<file path="src/rtl/simd_alu_pkg.sv">
package simd_alu_pkg;
  typedef enum logic [2:0] {
    OP_ADD_WRAP  = 3'd0,
    OP_ADD_USAT  = 3'd1,
    OP_ADD_SSAT  = 3'd2,
    OP_CMP_GT    = 3'd3,
    OP_PACK_USAT = 3'd4
  } alu_op_e;

  typedef enum logic [1:0] {
    SZ_BYTE  = 2'd0,
    SZ_WORD  = 2'd1,
    SZ_DWORD = 2'd2,
    SZ_QWORD = 2'd3
  } lane_size_e;
endpackage

</file>
<file path="src/rtl/simd_lane.sv">
module simd_lane #(
  parameter int LANE_W = 8
) (
  input  logic [LANE_W-1:0] a_i,
  input  logic [LANE_W-1:0] b_i,
  output logic [LANE_W-1:0] wrap_o,
  output logic [LANE_W-1:0] usat_o,
  output logic [LANE_W-1:0] ssat_o,
  output logic [LANE_W-1:0] gt_o
);
  localparam logic [LANE_W-1:0] SMAX = {1'b0, {(LANE_W-1){1'b1}}};
  localparam logic [LANE_W-1:0] SMIN = {1'b1, {(LANE_W-1){1'b0}}};

  logic [LANE_W:0] sum_ext;
  logic            s_ovf;

  assign sum_ext = {1'b0, a_i} + {1'b0, b_i};
  assign wrap_o  = sum_ext[LANE_W-1:0];
  assign usat_o  = sum_ext[LANE_W] ? {LANE_W{1'b1}} : sum_ext[LANE_W-1:0];

  // signed overflow: like-signed operands yield an opposite-signed sum
  assign s_ovf   = (a_i[LANE_W-1] == b_i[LANE_W-1]) &&
                   (sum_ext[LANE_W-1] != a_i[LANE_W-1]);
  assign ssat_o  = s_ovf ? (a_i[LANE_W-1] ? SMIN : SMAX) : sum_ext[LANE_W-1:0];
  assign gt_o    = ($signed(a_i) > $signed(b_i)) ? {LANE_W{1'b1}} : '0;
endmodule

</file>
<file path="src/rtl/simd_slice.sv">
module simd_slice #(
  parameter int DATA_W = 64,
  parameter int LANE_W = 8
) (
  input  logic [DATA_W-1:0] a_i,
  input  logic [DATA_W-1:0] b_i,
  output logic [DATA_W-1:0] wrap_o,
  output logic [DATA_W-1:0] usat_o,
  output logic [DATA_W-1:0] ssat_o,
  output logic [DATA_W-1:0] gt_o
);
  localparam int NUM_LANES = DATA_W / LANE_W;

  for (genvar l = 0; l < NUM_LANES; l++) begin : g_lane
    simd_lane #(.LANE_W(LANE_W)) u_lane (
      .a_i    (a_i[l*LANE_W +: LANE_W]),
      .b_i    (b_i[l*LANE_W +: LANE_W]),
      .wrap_o (wrap_o[l*LANE_W +: LANE_W]),
      .usat_o (usat_o[l*LANE_W +: LANE_W]),
      .ssat_o (ssat_o[l*LANE_W +: LANE_W]),
      .gt_o   (gt_o[l*LANE_W +: LANE_W])
    );
  end
endmodule

</file>
<file path="src/rtl/simd_pack.sv">
module simd_pack #(
  parameter int DATA_W = 64
) (
  input  logic [DATA_W-1:0] a_i,
  input  logic [DATA_W-1:0] b_i,
  output logic [DATA_W-1:0] pack_o
);
  localparam int NUM_WORDS = DATA_W / 16;

  function automatic logic [7:0] clamp_u8(input logic [15:0] w);
    if (w[15])          return 8'h00;
    else if (|w[14:8])  return 8'hFF;
    else                return w[7:0];
  endfunction

  for (genvar k = 0; k < NUM_WORDS; k++) begin : g_word
    assign pack_o[k*8 +: 8]             = clamp_u8(a_i[k*16 +: 16]);
    assign pack_o[(NUM_WORDS+k)*8 +: 8] = clamp_u8(b_i[k*16 +: 16]);
  end
endmodule

</file>
<file path="src/rtl/simd_sat_alu.sv">
module simd_sat_alu
  import simd_alu_pkg::*;
#(
  parameter int DATA_W      = 64,
  parameter int BASE_LANE_W = 8
) (
  input  logic              clk_i,
  input  logic              rst_ni,
  input  logic              valid_i,
  input  logic [2:0]        op_i,
  input  logic [1:0]        size_i,
  input  logic [DATA_W-1:0] a_i,
  input  logic [DATA_W-1:0] b_i,
  output logic [DATA_W-1:0] result_o,
  output logic              valid_o
);
  localparam int NUM_SIZES = $clog2(DATA_W / BASE_LANE_W) + 1;

  logic [DATA_W-1:0] wrap_s [NUM_SIZES];
  logic [DATA_W-1:0] usat_s [NUM_SIZES];
  logic [DATA_W-1:0] ssat_s [NUM_SIZES];
  logic [DATA_W-1:0] gt_s   [NUM_SIZES];
  logic [DATA_W-1:0] pack_r;

  for (genvar s = 0; s < NUM_SIZES; s++) begin : g_size
    simd_slice #(.DATA_W(DATA_W), .LANE_W(BASE_LANE_W << s)) u_slice (
      .a_i    (a_i),
      .b_i    (b_i),
      .wrap_o (wrap_s[s]),
      .usat_o (usat_s[s]),
      .ssat_o (ssat_s[s]),
      .gt_o   (gt_s[s])
    );
  end

  simd_pack #(.DATA_W(DATA_W)) u_pack (
    .a_i    (a_i),
    .b_i    (b_i),
    .pack_o (pack_r)
  );

  always_comb begin
    case (alu_op_e'(op_i))
      OP_ADD_WRAP:  result_o = wrap_s[size_i];
      OP_ADD_USAT:  result_o = usat_s[size_i];
      OP_ADD_SSAT:  result_o = ssat_s[size_i];
      OP_CMP_GT:    result_o = gt_s[size_i];
      OP_PACK_USAT: result_o = pack_r;
      default:      result_o = '0;
    endcase
  end

  always_ff @(posedge clk_i or negedge rst_ni) begin
    if (!rst_ni) valid_o <= 1'b0;
    else         valid_o <= valid_i;
  end

  assert_valid_pipe_R8: assert property (@(posedge clk_i) disable iff (!rst_ni)
    valid_i |=> valid_o);
  assert_valid_idle_R8: assert property (@(posedge clk_i) disable iff (!rst_ni)
    !valid_i |=> !valid_o);
  assert_usat_floor_R3: assert property (@(posedge clk_i) disable iff (!rst_ni)
    (valid_i && op_i == OP_ADD_USAT && size_i == SZ_BYTE)
      |-> (result_o[7:0] >= a_i[7:0]));
  assert_no_overflow_R4: assert property (@(posedge clk_i) disable iff (!rst_ni)
    (valid_i && op_i == OP_ADD_SSAT && size_i == SZ_WORD && a_i[15] == b_i[15])
      |-> (result_o[15] == a_i[15]));
  assert_cmp_mask_R5: assert property (@(posedge clk_i) disable iff (!rst_ni)
    (valid_i && op_i == OP_CMP_GT && size_i == SZ_BYTE)
      |-> (result_o[7:0] == 8'h00 || result_o[7:0] == 8'hFF));
  assert_pack_neg_R6: assert property (@(posedge clk_i) disable iff (!rst_ni)
    (valid_i && op_i == OP_PACK_USAT && a_i[15]) |-> (result_o[7:0] == 8'h00));
  assert_unused_zero_R7: assert property (@(posedge clk_i) disable iff (!rst_ni)
    (valid_i && op_i > 3'd4) |-> (result_o == '0));
endmodule

</file>
<file path="config.mk">
export PLATFORM = sky130hd
export DESIGN_NAME = simd_sat_alu
export DESIGN_NICKNAME = d
export VERILOG_FILES = /design/src/rtl/simd_alu_pkg.sv /design/src/rtl/simd_lane.sv /design/src/rtl/simd_slice.sv /design/src/rtl/simd_pack.sv /design/src/rtl/simd_sat_alu.sv
export SDC_FILE = /design/constraint.sdc
export NUM_CORES = 1
export LEC_CHECK = 0
export CORE_ASPECT_RATIO = 0.6
export CORE_MARGIN = 4
export CORE_UTILIZATION = 50
export CTS_CLUSTER_SIZE = 28
export DETAILED_ROUTE_END_ITERATION = 8
export PLACE_DENSITY = 0.85
export SYNTH_ARGS = -nofsm -noshare
export SYNTH_HDL_FRONTEND = slang
export SYNTH_SLANG_ARGS = --single-unit
</file>
<file path="constraint.sdc">
create_clock -name clk_i -period 7 [get_ports clk_i]
set_input_delay 1.4 -clock clk_i [delete_from_list [all_inputs] [get_ports clk_i]]
set_output_delay 1.4 -clock clk_i [all_outputs]
set_load 0.02 [all_outputs]
</file>
==> summary.json, run 1 <==
{
  "floorplan.initialDensity": 0.509,
  "port_buffers": 200,
  "grt.overflow.total": 611,
  "die_h_um": 146,
  "synth-edff-count": 0,
  "status": "stopped before the end",
  "yosysWarningCount": 0,
  "global_route.usage.total": 0.887,
  "synth.largest_area_cell": "sky130_fd_sc_hd__ha_1",
  "num_io_pins": 201,
  "syn_area_um2": 15900,
  "number_of_synthesized_register_bits": 1,
  "most_used_flip_flop_cell_after_synthesis": "sky130_fd_sc_hd__dfrtp_1",
  "synth.cells.most_frequent": "sky130_fd_sc_hd__a21oi_1, sky130_fd_sc_hd__o21ai_0, sky130_fd_sc_hd__nand2_1, sky130_fd_sc_hd__nor2_1, sky130_fd_sc_hd__inv_1",
  "finalWeightedCongestion": 1.40,
  "stop_stage": "5_1_grt",
  "cts_hold_buffers": 0,
  "place_hpwl_um": 83300,
  "fp.dieW_um": 238,
  "post-synth-top-area-fraction": 0.106,
  "cell_with_the_most_instances_after_synthesis": "sky130_fd_sc_hd__a21oi_1",
  "error": "[ERROR GRT-0232] Routing congestion too high. Check the congestion heatmap in the GUI.",
  "synth.yosys.seq_area_share": 0.00157,
  "postSynthAreaPerCell_um2": 6.22,
  "core.rowCount": 50,
  "largest_net_degree_at_the_start_of_global_routing": 135,
  "postSynth.asyncResetShare": 1.00,
  "yosys-top-cells-area": "sky130_fd_sc_hd__ha_1, sky130_fd_sc_hd__a21oi_1, sky130_fd_sc_hd__o21ai_0, sky130_fd_sc_hd__xnor2_1, sky130_fd_sc_hd__nand2_1",
  "postSynthCellCount": 2561,
  "synthDistinctLibCells": 92,
  "mappedNetlistNets": 2850
}
logic make-up after synthesis:
group | after synthesis | share of synthesized area
DFF | 1 | 0.00157
buffers and inverters | 314 | 0.0768
muxes | 13 | 0.00856
AOI/OAI and AO/OA | 1043 | 0.431
adders and majority gates | 153 | 0.129
xor gates and xnor gates | 151 | 0.0830
and+or+nand+nor | 886 | 0.270
per-layer routing:
metal	track usage	overflow
met1	0.887	90
met2	0.940	236
met3	0.866	107
met4	0.847	154
met5	0.741	24
timing repair:
action                     4_1_cts
setup endpoints to repair       64
buffers inserted                33
cloned                           1
gates resized for setup        330
pin swaps                       55
metrics by stage:
step / worst slack, ns / cell area, um^2 / utilization / std cells
2_1_floorplan: 0.0544 / 15900 / - / 2561
3_3_place_gp: -0.709 / 23900 / 0.763 / 3822
3_5_place_dp: -0.899 / 23900 / 0.763 / 3822
4_1_cts: -0.0498 / 24600 / 0.786 / 3856
==> inputs of run 2 (changes only) <==
--- a/config.mk
+++ b/config.mk
@@ -5,12 +5,10 @@
 export SDC_FILE = /design/constraint.sdc
 export NUM_CORES = 1
 export LEC_CHECK = 0
-export CORE_ASPECT_RATIO = 0.6
 export CORE_MARGIN = 4
-export CORE_UTILIZATION = 50
-export CTS_CLUSTER_SIZE = 28
+export CORE_UTILIZATION = 35
 export DETAILED_ROUTE_END_ITERATION = 8
-export PLACE_DENSITY = 0.85
+export PLACE_DENSITY_LB_ADDON = 0.15
 export SYNTH_ARGS = -nofsm -noshare
 export SYNTH_HDL_FRONTEND = slang
 export SYNTH_SLANG_ARGS = --single-unit
==> constraint.sdc (replaced) <==
create_clock -name clk_i -period 9.1 [get_ports clk_i]
set_input_delay 1.82 -clock clk_i [delete_from_list [all_inputs] [get_ports clk_i]]
set_output_delay 1.82 -clock clk_i [all_outputs]
set_load 0.02 [all_outputs]
==> summary.json, run 2 <==
{
  "critical_path_required_ns": 7.28,
  "tightestPinTransition_ns": 1.17,
  "postSynthCellCount": 2561,
  "post_route_drc_violation_count": 0,
  "most_used_flip_flop_cell_after_synthesis": "sky130_fd_sc_hd__dfrtp_1",
  "pre_cts_ws_ns": 0.130,
  "syn_area_um2": 15900,
  "yosysWarningCount": 0,
  "finalWeightedCongestion": 1.11,
  "cell_with_the_most_instances_after_synthesis": "sky130_fd_sc_hd__a21oi_1",
  "crit_path_max_fanout": 7,
  "cp_data_arrival_time_ns": 7.27,
  "route.detailed.wl_per_inst_um": 30.8,
  "critPathKind": "in -> out",
  "worst_ir_drop_on_vdd_mv": 0.0552,
  "unrepaired_setup_endpoints_after_global_routing": "true",
  "mappedNetlistNets": 2850,
  "drt-pass1-iter-count": 6,
  "total_of_max_cap_violations": 0,
  "power_density_over_the_cells_nw_per_um2": 93.1,
  "final_report_setup_violation_count": 0,
  "final_worst_path_cycle_share": 0.999,
  "layout_setup_ws_ns": 0.00610,
  "grt_first_pass_wirelength_um": 153000,
  "drt-vias-per-instance": 6.84,
  "slew_headroom": 0.199,
  "postSynth.asyncResetShare": 1.00,
  "die_area_um2": 49000,
  "seq_area_um2": 25.0,
  "layout_common_cells": "sky130_fd_sc_hd__buf_4, sky130_fd_sc_hd__a21oi_1, sky130_fd_sc_hd__o21ai_0",
  "synth.yosys.seq_area_share": 0.00157,
  "num_io_pins": 201,
  "n_fill_cell": 4791,
  "vias_in_the_first_global_route": 22200,
  "number_of_vias_in_the_routed_layout": 23900,
  "core.rowCount": 77,
  "min_path_type": "in -> async",
  "largest-register": "valid_o",
  "setup.worst_path.start_class": "input port",
  "routed_wirelength_um": 108000,
  "layoutNonFillerInstCount": 3494,
  "port_buffers": 200,
  "synth-edff-count": 0,
  "antenna_violations_before_repair": 8,
  "largest_reg_flops": 1,
  "die_h_um": 221,
  "finalMaxSlewViolations": 0,
  "postSynthAreaPerCell_um2": 6.22,
  "layout.nets": 3190,
  "path_clk_slew_ns": 0,
  "status": "completed",
  "placedCellCount": 3490,
  "max_freq_ghz": 0.110,
  "leakagePower_uw": 0.00823,
  "synth.cells.most_frequent": "sky130_fd_sc_hd__a21oi_1, sky130_fd_sc_hd__o21ai_0, sky130_fd_sc_hd__nand2_1, sky130_fd_sc_hd__nor2_1, sky130_fd_sc_hd__inv_1",
  "layout_commonest_cell": "sky130_fd_sc_hd__buf_4",
  "drt.antenna.violating_nets": 0,
  "number_of_synthesized_register_bits": 1,
  "synthDistinctLibCells": 92,
  "period_needed_ns": 9.09,
  "global_route.usage.total": 0.406,
  "post-synth-top-area-fraction": 0.106,
  "grt.overflow.total": 0,
  "final_hold_violating_endpoints": 0,
  "endpoint_kind": "primary output",
  "placeableCoreArea_um2": 44600,
  "reg_top3": "valid_o: 1 flops",
  "flow.area_growth_from_synthesis_pct": 27.6,
  "fp.dieW_um": 221,
  "floorplan.initialDensity": 0.357,
  "synth.largest_area_cell": "sky130_fd_sc_hd__ha_1",
  "yosys-top-cells-area": "sky130_fd_sc_hd__ha_1, sky130_fd_sc_hd__a21oi_1, sky130_fd_sc_hd__o21ai_0, sky130_fd_sc_hd__xnor2_1, sky130_fd_sc_hd__nand2_1",
  "place_hpwl_um": 88100,
  "largest_net_degree_at_the_start_of_global_routing": 58,
  "multi_input_area_um2": 14700,
  "initial_drc_count": 3441,
  "share_of_post_route_cells_with_drive_strength_above_1": 0.125
}
## run 2: cell counts after synthesis
No cell type changed its count.
## run 2: stage by stage
step                      hold slack (ns)  setup TNS [ns]  area [um^2]   util  total power [uW]
final                                1.97               0        20300  0.456              1890
after CTS                            1.97               0        20300  0.455              1820
after global placement               1.97               0        20300  0.455              1800
after detailed placement             1.97               0        20300  0.455              1810
after global routing                 1.99         -0.0249        20300  0.455              1970
after floorplan                      1.52               0        15900      -              1020
## run 2: cell type report
| type | count | share of cell area |
|---|---|---|
| Tap cell | 592 | 0.0364 |
| Multi-Input combinational cell | 2246 | 0.724 |
| Inverter | 167 | 0.0308 |
| Timing Repair Buffer | 485 | 0.207 |
| Sequential cell | 1 | 0.00123 |
| Antenna cell | 3 | 0.000369 |
## run 2: worst max-delay path by stage
stage | cells after the start | to | from | slack (ns)
after detailed placement | 16 | result_o[55] | b_i[42] | 0.13
after global routing | 16 | result_o[55] | a_i[40] | -0.02
after global placement | 18 | result_o[49] | b_i[52] | 0.30
after CTS | 16 | result_o[55] | b_i[42] | 0.08
final | 16 | result_o[55] | b_i[36] | 0.006
after floorplan | 17 | result_o[34] | b_i[33] | 1.18
## run 2: timing repair
action,4_1_cts,5_1_grt
setup endpoints to repair,0,6
setup buffers,0,1
hold buffers,0,0
gates resized for setup,0,6
## run 2: logic make-up after synthesis
| family | after synthesis | share of synthesized area |
|---|---|---|
| AOI/OAI and AO/OA | 1043 | 0.431 |
| xor gates and xnor gates | 151 | 0.0830 |
| adders and majority gates | 153 | 0.129 |
| buffers and inverters | 314 | 0.0768 |
| DFF | 1 | 0.00157 |
| muxes | 13 | 0.00856 |
| and+or+nand+nor | 886 | 0.270 |
## run 2: metal layers
| metal | vias to the layer above | share of wire | track usage |
|---|---|---|---|
| met1 | 11300 | 0.40 | 0.556 |
| met3 | 396 | 0.13 | 0.0941 |
| met5 | - | 0.00086 | 0 |
| li1 | 10300 | - | - |
| met4 | 14 | 0.069 | 0.209 |
| met2 | 1866 | 0.40 | 0.593 |
## run 2: worst max-delay path, cell delays in order
cell and delay, ns:
sky130_fd_sc_hd__clkdlybuf4s50_1 0.58, sky130_fd_sc_hd__inv_1 0.08, sky130_fd_sc_hd__ha_1 0.44, sky130_fd_sc_hd__nor2b_1 0.10
sky130_fd_sc_hd__o211ai_1 0.26, sky130_fd_sc_hd__o211ai_1 0.19, sky130_fd_sc_hd__a221oi_1 0.36, sky130_fd_sc_hd__buf_4 0.23
sky130_fd_sc_hd__o211ai_1 0.14, sky130_fd_sc_hd__fa_1 0.62, sky130_fd_sc_hd__o31ai_1 0.14, sky130_fd_sc_hd__nor4_1 0.76
sky130_fd_sc_hd__nand2_1 0.33, sky130_fd_sc_hd__a32oi_1 0.36, sky130_fd_sc_hd__a2111o_1 0.21, sky130_fd_sc_hd__clkdlybuf4s50_1 0.63
## run 2: report_power, final
group          leakage (uW)  switching (uW)  internal, uW  total (uW)
combinational       0.00822            1190           695        1890
sequential        0.0000117          0.0462          4.75        4.80
clock          0.0000000152               0     0.0000165   0.0000165
Note: power is estimated with default switching activity, not from simulation.
